==> src/rtl/pfs_pkg.sv <==
package pfs_pkg;
  typedef enum logic [1:0] {
    ST_STOP = 2'd0,
    ST_AUX  = 2'd1,
    ST_MAIN = 2'd2,
    ST_TFLT = 2'd3
  } pfs_state_e;

  typedef enum logic [2:0] {
    CZ_NONE = 3'd0,
    CZ_REF  = 3'd1,
    CZ_UV   = 3'd2,
    CZ_OV   = 3'd3,
    CZ_TMR  = 3'd4
  } pfs_cause_e;

  typedef struct packed {
    logic pol;
    logic en;
    logic boot_low;
    logic boot_gt;
    logic fb2;
    logic fb1;
    logic ov;
    logic uv;
    logic ref_ok;
  } pfs_flags_t;
endpackage

==> src/rtl/pfs_sync.sv <==
module pfs_sync #(
  parameter int unsigned W      = 1,
  parameter int unsigned STAGES = 2
) (
  input  logic         clk,
  input  logic         rst_n,
  input  logic [W-1:0] d,
  output logic [W-1:0] q
);
  logic [STAGES-1:0][W-1:0] stg;

  generate
    if (STAGES > 1) begin : g_chain
      always_ff @(posedge clk or negedge rst_n) begin
        if (!rst_n) stg <= '0;
        else        stg <= {stg[STAGES-2:0], d};
      end
    end else begin : g_single
      always_ff @(posedge clk or negedge rst_n) begin
        if (!rst_n) stg <= '0;
        else        stg[0] <= d;
      end
    end
  endgenerate

  assign q = stg[STAGES-1];
endmodule

==> src/rtl/pfs_uv_timer.sv <==
module pfs_uv_timer #(
  parameter int unsigned TW = 16
) (
  input  logic          clk,
  input  logic          rst_n,
  input  logic          count_en,
  input  logic          fb_any,
  input  logic [TW-1:0] limit,
  output logic          trip
);
  localparam logic [TW-1:0] CNT_MAX = '1;

  logic [TW-1:0] cnt_q;

  always_ff @(posedge clk or negedge rst_n) begin
    if (!rst_n)                 cnt_q <= '0;
    else if (count_en && fb_any) begin
      if (cnt_q != CNT_MAX)     cnt_q <= cnt_q + 1'b1;
    end else                    cnt_q <= '0;
  end

  assign trip = (limit != '0) && (cnt_q >= limit);


  tmr_clear_chk: assert property (@(posedge clk) disable iff (!rst_n)
    !fb_any |=> cnt_q == '0);


  tmr_step_chk: assert property (@(posedge clk) disable iff (!rst_n)
    (count_en && fb_any && cnt_q != CNT_MAX) |=> cnt_q == $past(cnt_q) + 1'b1);
endmodule

==> src/rtl/pfs_fault_ctl.sv <==
module pfs_fault_ctl
  import pfs_pkg::*;
(
  input  logic       clk,
  input  logic       rst_n,
  input  pfs_flags_t flg,
  input  logic       trip,
  output logic       running,
  output logic       run_aux,
  output logic       run_main,
  output pfs_cause_e cause
);
  pfs_state_e st_q, st_d;
  pfs_cause_e cz_q, cz_d;
  logic       en_prev_q, uv_prev_q;
  logic       en_ok, in_fault, fb_any, toggled;

  function automatic pfs_cause_e input_cause(input pfs_flags_t f);
    if (!f.ref_ok) return CZ_REF;
    else if (f.uv) return CZ_UV;
    else           return CZ_OV;
  endfunction

  always_comb begin
    en_ok    = flg.pol ? ~flg.en : flg.en;
    in_fault = ~flg.ref_ok | flg.uv | flg.ov;
    fb_any   = flg.fb1 | flg.fb2;
    toggled  = (flg.en != en_prev_q) | (flg.uv != uv_prev_q);
  end

  always_comb begin
    st_d = st_q;
    cz_d = cz_q;
    unique case (st_q)
      ST_STOP: if (en_ok && !in_fault && flg.boot_low) st_d = ST_AUX;
      ST_AUX, ST_MAIN: begin
        if (in_fault) begin
          st_d = ST_STOP;
          cz_d = input_cause(flg);
        end else if (!en_ok) begin
          st_d = ST_STOP;
        end else if (trip) begin
          st_d = ST_TFLT;
          cz_d = CZ_TMR;
        end else if (st_q == ST_AUX && flg.boot_gt) begin
          st_d = ST_MAIN;
        end
      end
      ST_TFLT: if (!fb_any && flg.boot_low && toggled) st_d = ST_STOP;
      default: st_d = ST_STOP;
    endcase
  end

  always_ff @(posedge clk or negedge rst_n) begin
    if (!rst_n) begin
      st_q      <= ST_STOP;
      cz_q      <= CZ_NONE;
      en_prev_q <= 1'b0;
      uv_prev_q <= 1'b0;
    end else begin
      st_q      <= st_d;
      cz_q      <= cz_d;
      en_prev_q <= flg.en;
      uv_prev_q <= flg.uv;
    end
  end

  assign running  = (st_q == ST_AUX) || (st_q == ST_MAIN);
  assign run_aux  = running;
  assign run_main = (st_q == ST_MAIN);
  assign cause    = cz_q;


  main_after_aux_chk: assert property (@(posedge clk) disable iff (!rst_n)
    $rose(run_main) |-> ($past(run_aux) && $past(flg.boot_gt)));


  input_fault_stop_chk: assert property (@(posedge clk) disable iff (!rst_n)
    (running && in_fault) |=> (!run_aux && !run_main));


  restart_gate_chk: assert property (@(posedge clk) disable iff (!rst_n)
    $rose(run_aux) |-> ($past(flg.boot_low) && $past(en_ok) && !$past(in_fault)));


  tflt_hold_chk: assert property (@(posedge clk) disable iff (!rst_n)
    (st_q == ST_TFLT && (fb_any || !flg.boot_low || !toggled)) |=> st_q == ST_TFLT);


  tmr_cause_chk: assert property (@(posedge clk) disable iff (!rst_n)
    (running && !in_fault && en_ok && trip) |=> (cause == CZ_TMR && !run_aux));
endmodule

==> src/rtl/pfs_supervisor.sv <==
module pfs_supervisor
  import pfs_pkg::*;
#(
  parameter int unsigned TW          = 16,
  parameter int unsigned SYNC_STAGES = 2
) (
  input  logic          clk,
  input  logic          rst_n,
  input  logic          ref_ok_i,
  input  logic          in_uv_i,
  input  logic          in_ov_i,
  input  logic          fb_aux_high_i,
  input  logic          fb_main_high_i,
  input  logic          boot_above_i,
  input  logic          boot_low_i,
  input  logic          enable_i,
  input  logic          en_pol_i,
  input  logic [TW-1:0] tmr_limit_i,
  output logic          run_aux_o,
  output logic          run_main_o,
  output logic [2:0]    fault_cause_o
);
  localparam int unsigned FW = $bits(pfs_flags_t);

  pfs_flags_t raw_flags, syn_flags;
  logic       running, trip;
  pfs_cause_e cause;

  assign raw_flags = {en_pol_i, enable_i, boot_low_i, boot_above_i,
                      fb_main_high_i, fb_aux_high_i, in_ov_i, in_uv_i, ref_ok_i};

  pfs_sync #(.W(FW), .STAGES(SYNC_STAGES)) sync_i (
    .clk (clk),
    .rst_n (rst_n),
    .d   (raw_flags),
    .q   (syn_flags)
  );

  pfs_uv_timer #(.TW(TW)) timer_i (
    .clk      (clk),
    .rst_n    (rst_n),
    .count_en (running),
    .fb_any   (syn_flags.fb1 | syn_flags.fb2),
    .limit    (tmr_limit_i),
    .trip     (trip)
  );

  pfs_fault_ctl ctl_i (
    .clk      (clk),
    .rst_n    (rst_n),
    .flg      (syn_flags),
    .trip     (trip),
    .running  (running),
    .run_aux  (run_aux_o),
    .run_main (run_main_o),
    .cause    (cause)
  );

  assign fault_cause_o = cause;
endmodule

==> config.mk <==
export PLATFORM = sky130hd
export DESIGN_NAME = pfs_supervisor
export DESIGN_NICKNAME = d
export VERILOG_FILES = /design/src/rtl/pfs_pkg.sv /design/src/rtl/pfs_sync.sv /design/src/rtl/pfs_uv_timer.sv /design/src/rtl/pfs_fault_ctl.sv /design/src/rtl/pfs_supervisor.sv
export SDC_FILE = /design/constraint.sdc
export NUM_CORES = 1
export LEC_CHECK = 0
export BUFFER_PORTS_ARGS = -buffer_cell sky130_fd_sc_hd__buf_2
export CAP_MARGIN = 20
export CORE_ASPECT_RATIO = 0.9
export CORE_UTILIZATION = 50
export DETAILED_ROUTE_END_ITERATION = 8
export PLACE_DENSITY_LB_ADDON = 0.3
export SYNTH_ARGS = -nofsm -noshare
export SYNTH_HDL_FRONTEND = slang
export SYNTH_HIERARCHICAL = 1
export SYNTH_SLANG_ARGS = --single-unit
==> constraint.sdc <==
create_clock -name clk -period 2.92 [get_ports clk]
set_input_delay 0.292 -clock clk [delete_from_list [all_inputs] [get_ports clk]]
set_output_delay 0.292 -clock clk [all_outputs]
set_load 0.01 [all_outputs]
# Word-level counts from Yosys, hierarchy flattened
# Index checks and enable logic that the tools add are counted.
totals:
  word_cells: 57
  ff_bits: 41
op_classes:
  mux: 15
  eq_ne: 10
  reduce_logical: 17
  magnitude_cmp: 1
  bitwise: 6
  addsub: 1
ops:
  columns: ["op", "n"]
  rows:
  - ["$mux W16", 2]
  - ["$add A16 B1 Y16 const B", 1]
  - ["$ge A16 B16 Y1", 1]
  - ["$ne A16 B16 Y1 const B", 1]
  - ["$reduce_bool A16 Y1", 1]
  - ["$mux W2", 6]
  - ["$mux W3", 4]
  - ["$logic_and A1 B1 Y1", 7]
  - ["$pmux W2 S3", 1]
  - ["$reduce_and A3 Y1", 2]
  - ["$ne A5 B4 Y1 const B", 1]
  - ["$eq A2 B2 Y1 const B", 2]
  - ["$ne A2 B1 Y1 const B", 2]
  - ["$or A1 B1 Y1", 4]
  - ["$reduce_bool A2 Y1", 2]
  - ["$eq A2 B1 Y1 const B", 1]
  - ["$logic_not A1 Y1", 2]
  - ["$logic_not A2 Y1", 1]
  - ["$mux W1", 2]
  - ["$ne A1 B1 Y1", 2]
  - ["$ne A2 B2 Y1 const B", 1]
  - ["$not A1 Y1", 2]
  - ["$reduce_or A2 Y1", 1]
  - ["$logic_or A1 B1 Y1", 1]

# Longest topological paths before layout
depth:
  word_depth: 8
  ltp_mapped: 10

# Modules after synthesis
# The synthesis kept the hierarchy.
by_module_without_submodules:
  columns: ["mod", "cells_each", "n_inst", "area_each_um2", "seq_area_each_um2"]
  rows:
  - ["pfs_uv_timer", 167, 1, 1361.3, 400.4]
  - ["pfs_sync", 27, 1, 518.0, 450.4]
  - ["pfs_fault_ctl", 41, 1, 415.4, 175.2]
  - ["pfs_supervisor", 1, 1, 6.3, 0.0]

# Least setup slack after synthesis
# OpenSTA, ideal clock, no wires.
synth_path:
  path_kind: "reg2reg"
  start: "reg timer_i.cnt_q[0]"
  end: "reg ctl_i.cz_q[0] (netlist: ctl_i/cause[0])"
  setup_ps: 128
  path_stages_with_launch: 11
  slack_ps: 701
  arrival_ps: 2092
  n_path_buf: 0
  cell_sequence: "dfrtp_1 inv_1 ha_1 nand2b_1 a2111o_1 a31o_2 o2bb2ai_1 nand2_1 nand2_1 nand2_1 mux2_1"
synth_between:
  elab_chain_len: 4
synth_lines:
  columns: ["element", "line_no", "text"]
  rows:
  - ["start, declared", "pfs_uv_timer.sv:13", "logic [TW-1:0] cnt_q;"]
  - ["start signal, assigned", "pfs_uv_timer.sv:18", "if (cnt_q != CNT_MAX) cnt_q <= cnt_q + 1'b1;"]
  - ["$ge A16 B16 Y1", "pfs_uv_timer.sv:22", "assign trip = (limit != '0) && (cnt_q >= limit);"]
  - ["$logic_and A1 B1 Y1", "pfs_uv_timer.sv:22", null]
  - ["named net trip", "pfs_supervisor.sv:26", "logic running, trip;"]
  - ["$reduce_bool A2 Y1 (no line)", null, null]
  - ["$reduce_and A3 Y1 (no line)", null, null]
  - ["end signal, assigned", "pfs_fault_ctl.sv:62", "cz_q <= cz_d;"]
  - ["end, declared", "pfs_fault_ctl.sv:14", "pfs_cause_e cz_q, cz_d;"]
# The timed path passes the listed nets, and every way through them passes these cells.
# A chain may end at the register's enable or synchronous reset.

# Final worst setup path
layout_path:
  start: "reg timer_i.cnt_q[0]"
  end: "reg ctl_i.st_q[0]"
layout_between:
  elab_chain_len: 6
layout_lines:
  columns: ["element", "line_no", "text"]
  rows:
  - ["$ge A16 B16 Y1 *", "pfs_uv_timer.sv:22", null]
  - ["$logic_and A1 B1 Y1 *", "pfs_uv_timer.sv:22", null]
  - ["named net trip", "pfs_supervisor.sv:26", null]
  - ["$mux W2", "pfs_fault_ctl.sv:42", "end else if (trip) begin"]
  - ["$mux W2", "pfs_fault_ctl.sv:40", "end else if (!en_ok) begin"]
  - ["$mux W2", "pfs_fault_ctl.sv:37", "if (in_fault) begin"]
  - ["$pmux W2 S3", "pfs_fault_ctl.sv:34", "unique case (st_q)"]
  - ["end signal, assigned", "pfs_fault_ctl.sv:61", "st_q <= st_d;"]
  - ["end, declared", "pfs_fault_ctl.sv:13", "pfs_state_e st_q, st_d;"]
# Mark *: on every way through the listed nets, which the timed path passes. The rest lies on a longest branch.

==> results.toml <==
[cells_and_area]
syn_to_final_growth_pct = 10.7
stdcell_area_um2 = 2550
instances_no_fill = 325
final_common_cell = "dfrtp_1"
drive_gt1_share_pct = 17.9
nFillCells = 413
insertedDiodeCount = 0
final_cell_mix = "dfrtp_1, buf_2, nand2_1"
nNetsFinal = 310

[routing]
drc_errors = 0
wl_um = 4410
wire_per_inst_um = 13.6
ant_nets = 0
via_per_inst = 5.49
dr_total_vias = 1785
drt-initial-drc-count = 117
dr.pass1.iters = 4

[die]
die_y_um = 66.4
dieArea_um2 = 4880
die_x_um = 73.5
boundaryPins = 32
start_util_pct = 51.9
core_area_um2 = 4430
row_count = 23

[power]
p_switching_w = 0.000438
power_frac_seq_pct = 48.9
p_int_w = 0.000914
p_leak_nw = 1.22
pwr-share-clk_pct = 27.8
irDropWorstVdd_v = 0.000408
totalPowerFinal_w = 0.00135
netSwitchingFraction_pct = 32.4
combPwrFrac_pct = 23.3
p_per_area_nw_per_um2 = 531

[clock_tree]
cts.repair.resized = 0
cts.sinks = 41
cts-root-buf = "clkbuf_8"
clk_pin_slew_ns = 0.08
h-tree-depth = 2
clk_path_buf_depth = 2
cts_tree = "done"
cts_setup_buffers = 0
clk_latency_ns = 0.29
cts_hold_buf = 0
cts_made_buffers = 5

[synthesis]
synth_cells = 236
avgSynthCellArea_um2 = 9.75
synth.distinct_cells = 42
synthArstFlopShare_pct = 100
synth-compound-area-share_pct = 15.4
synthFlopType = "dfrtp_1"
synth_top_family_by_area = "simple AND/OR/NAND/NOR gates"
yosys.area_share.simple_pct = 18.8
synth.net_count = 284
ys_seq_area_share_pct = 44.6
synth-edff-count = 0
muxShareOfSynthArea_pct = 1.36
synth_warnings = 6
synth_xor_area_share_pct = 1.14
synth_seq_cells = 41
synthAdderAreaFrac_pct = 11.4
netlist_area_um2 = 2300

[global_route]
first_global_vias = 1677
antenna_found_initial = 0
grtUsageTotal_pct = 20.7
overflow = 0
grt_max_degree = 42
grt_pass1_wl_um = 7650

[setup_path]
crit_arrival_ns = 2.61
r2r_slack_ns = 0.48
worstPathMaxFanout = 4
start_kind = "flop"
required_ns = 3.09
critPathLaunch = "timer_i/cnt_q[0]$_DFFE_PN0P_"
worstRegToRegCells = 10
endpoint_kind = "flop"
reg2reg_to = "ctl_i/st_q[0]$_DFFE_PN0P_"
crit_end = "ctl_i/st_q[0]$_DFFE_PN0P_"
r2r_start = "timer_i/cnt_q[0]$_DFFE_PN0P_"
worstSetupPathType = "reg2reg"

[sta]
rsz0062_at_grt = "false"
fin_skew_ns = 0.00258
final-hold-violation-count = 0
worstMarginPinSlew_ns = 0.898
tns_ns = 0
relSlewSlack_pct = 40.1
setup_viol = 0
min_period_ns = 2.44
drv_slew = 0
fmax_mhz = 409
finalCritPeriodShare_pct = 83.7

[placement]
place.detailed.hpwl_um = 3340
place_inst = 317
place_congestion = 0.797
io_buffers = 31
placed_area_um2 = 2450

[run_status]
status = "finished clean"

[hold_path]
min_path_type = "in2reg"

[flow_run]
maxCapViolations = 0
## kinds of logic after synthesis
logic type | after synthesis
adders and majority gates | 21
DFF | 41
xor gates and xnor gates | 3
muxes | 3
AOI/OAI and AO/OA | 55
and+or+nand+nor | 79
buffers and inverters | 34
## worst min-delay path by stage
stage,startpoint,endpoint,cells after the start
final,en_pol_i,sync_i/stg[8]$_DFF_PN0_,1
after global routing,en_pol_i,sync_i/stg[8]$_DFF_PN0_,1
after CTS,en_pol_i,sync_i/stg[8]$_DFF_PN0_,1
after detailed placement,sync_i/stg[7]$_DFF_PN0_,sync_i/q[7]$_DFF_PN0_,0
after global placement,sync_i/stg[1]$_DFF_PN0_,sync_i/q[1]$_DFF_PN0_,0
after floorplan,rst_n,ctl_i/cause[0]$_DFFE_PN0P_,0
## per-stage QoR
step	hold WS, ns	setup slack (ns)	utilization, %
after floorplan	-0.00359	0.701	-
after global placement	0.332	0.600	55.3
after detailed placement	0.335	0.478	55.3
after CTS	0.0884	0.458	57.5
after global routing	0.0798	0.298	57.5
final	0.101	0.477	57.5
## synth_stat cells (2+ instances only)
master	n	area share, %
or2_2	2	0.54
and2_1	3	0.82
a2111o_1	3	1.5
nor2_1	7	1.1
and3_1	3	0.82
nand4_1	6	1.6
or4_1	2	0.65
and4_1	5	1.9
buf_2	2	0.44
mux2i_1	2	0.87
o21ai_0	15	3.3
dfrtp_1	41	45
ha_1	21	11
xor2_1	3	1.1
a21oi_1	18	3.9
inv_1	21	3.4
a211oi_1	2	0.65
nor3_1	4	0.87
nor4_1	5	1.4
nand2_1	25	4.1
a41o_1	2	0.87
a31oi_1	4	1.1
nand2b_1	4	1.1
nand3_1	7	1.5
o2bb2ai_1	2	0.76
o211ai_1	2	0.65
buf_4	10	3.3
## state kept, by name (all words and copies together) (netlist names)
signal / count
ctl_i/uv_prev_q: 1
timer_i/cnt_q: 16
ctl_i/en_prev_q: 1
ctl_i/st_q: 2
ctl_i/cause: 3
sync_i/stg: 9
sync_i/q: 9
## layer usage
layer / global-route usage, % / part of all wire (%)
met5: 0 / 0
met2: 31.3 / 45
met4: 6.01 / 0.59
met1: 29.5 / 51
met3: 4.57 / 3.3
## power by group through the flow
stage / logic (W) / registers, W / clock network, W
finish: 0.000315 / 0.000661 / 0.000376
floorplan: 0.000226 / 0.000667 / 0
global route: 0.000363 / 0.000670 / 0.000417
global placement: 0.000298 / 0.000669 / 0
CTS: 0.000316 / 0.000662 / 0.000396
detailed placement: 0.000314 / 0.000674 / 0
## critical path, cell delays in order, from the launching register on
cell and delay [ns]:
dfrtp_1 0.39, inv_1 0.08, ha_1 0.27, nand2b_1 0.14
a2111o_1 0.40, a31o_2 0.25, o2bb2ai_1 0.20, a21oi_1 0.24
nand2_1 0.12, a21oi_1 0.17, a21oi_1 0.07
## cell type report
cell class	instances	area, um^2	share of cell area (%)
Tap cell	62	77.6	3.05
Multi-Input combinational cell	161	1110	43.5
Clock buffer	5	68.8	2.70
Inverter	21	78.8	3.10
Clock inverter	3	25.0	0.983
Timing Repair Buffer	32	163	6.39
Sequential cell	41	1030	40.3
Power figures use the tool's default switching activity.
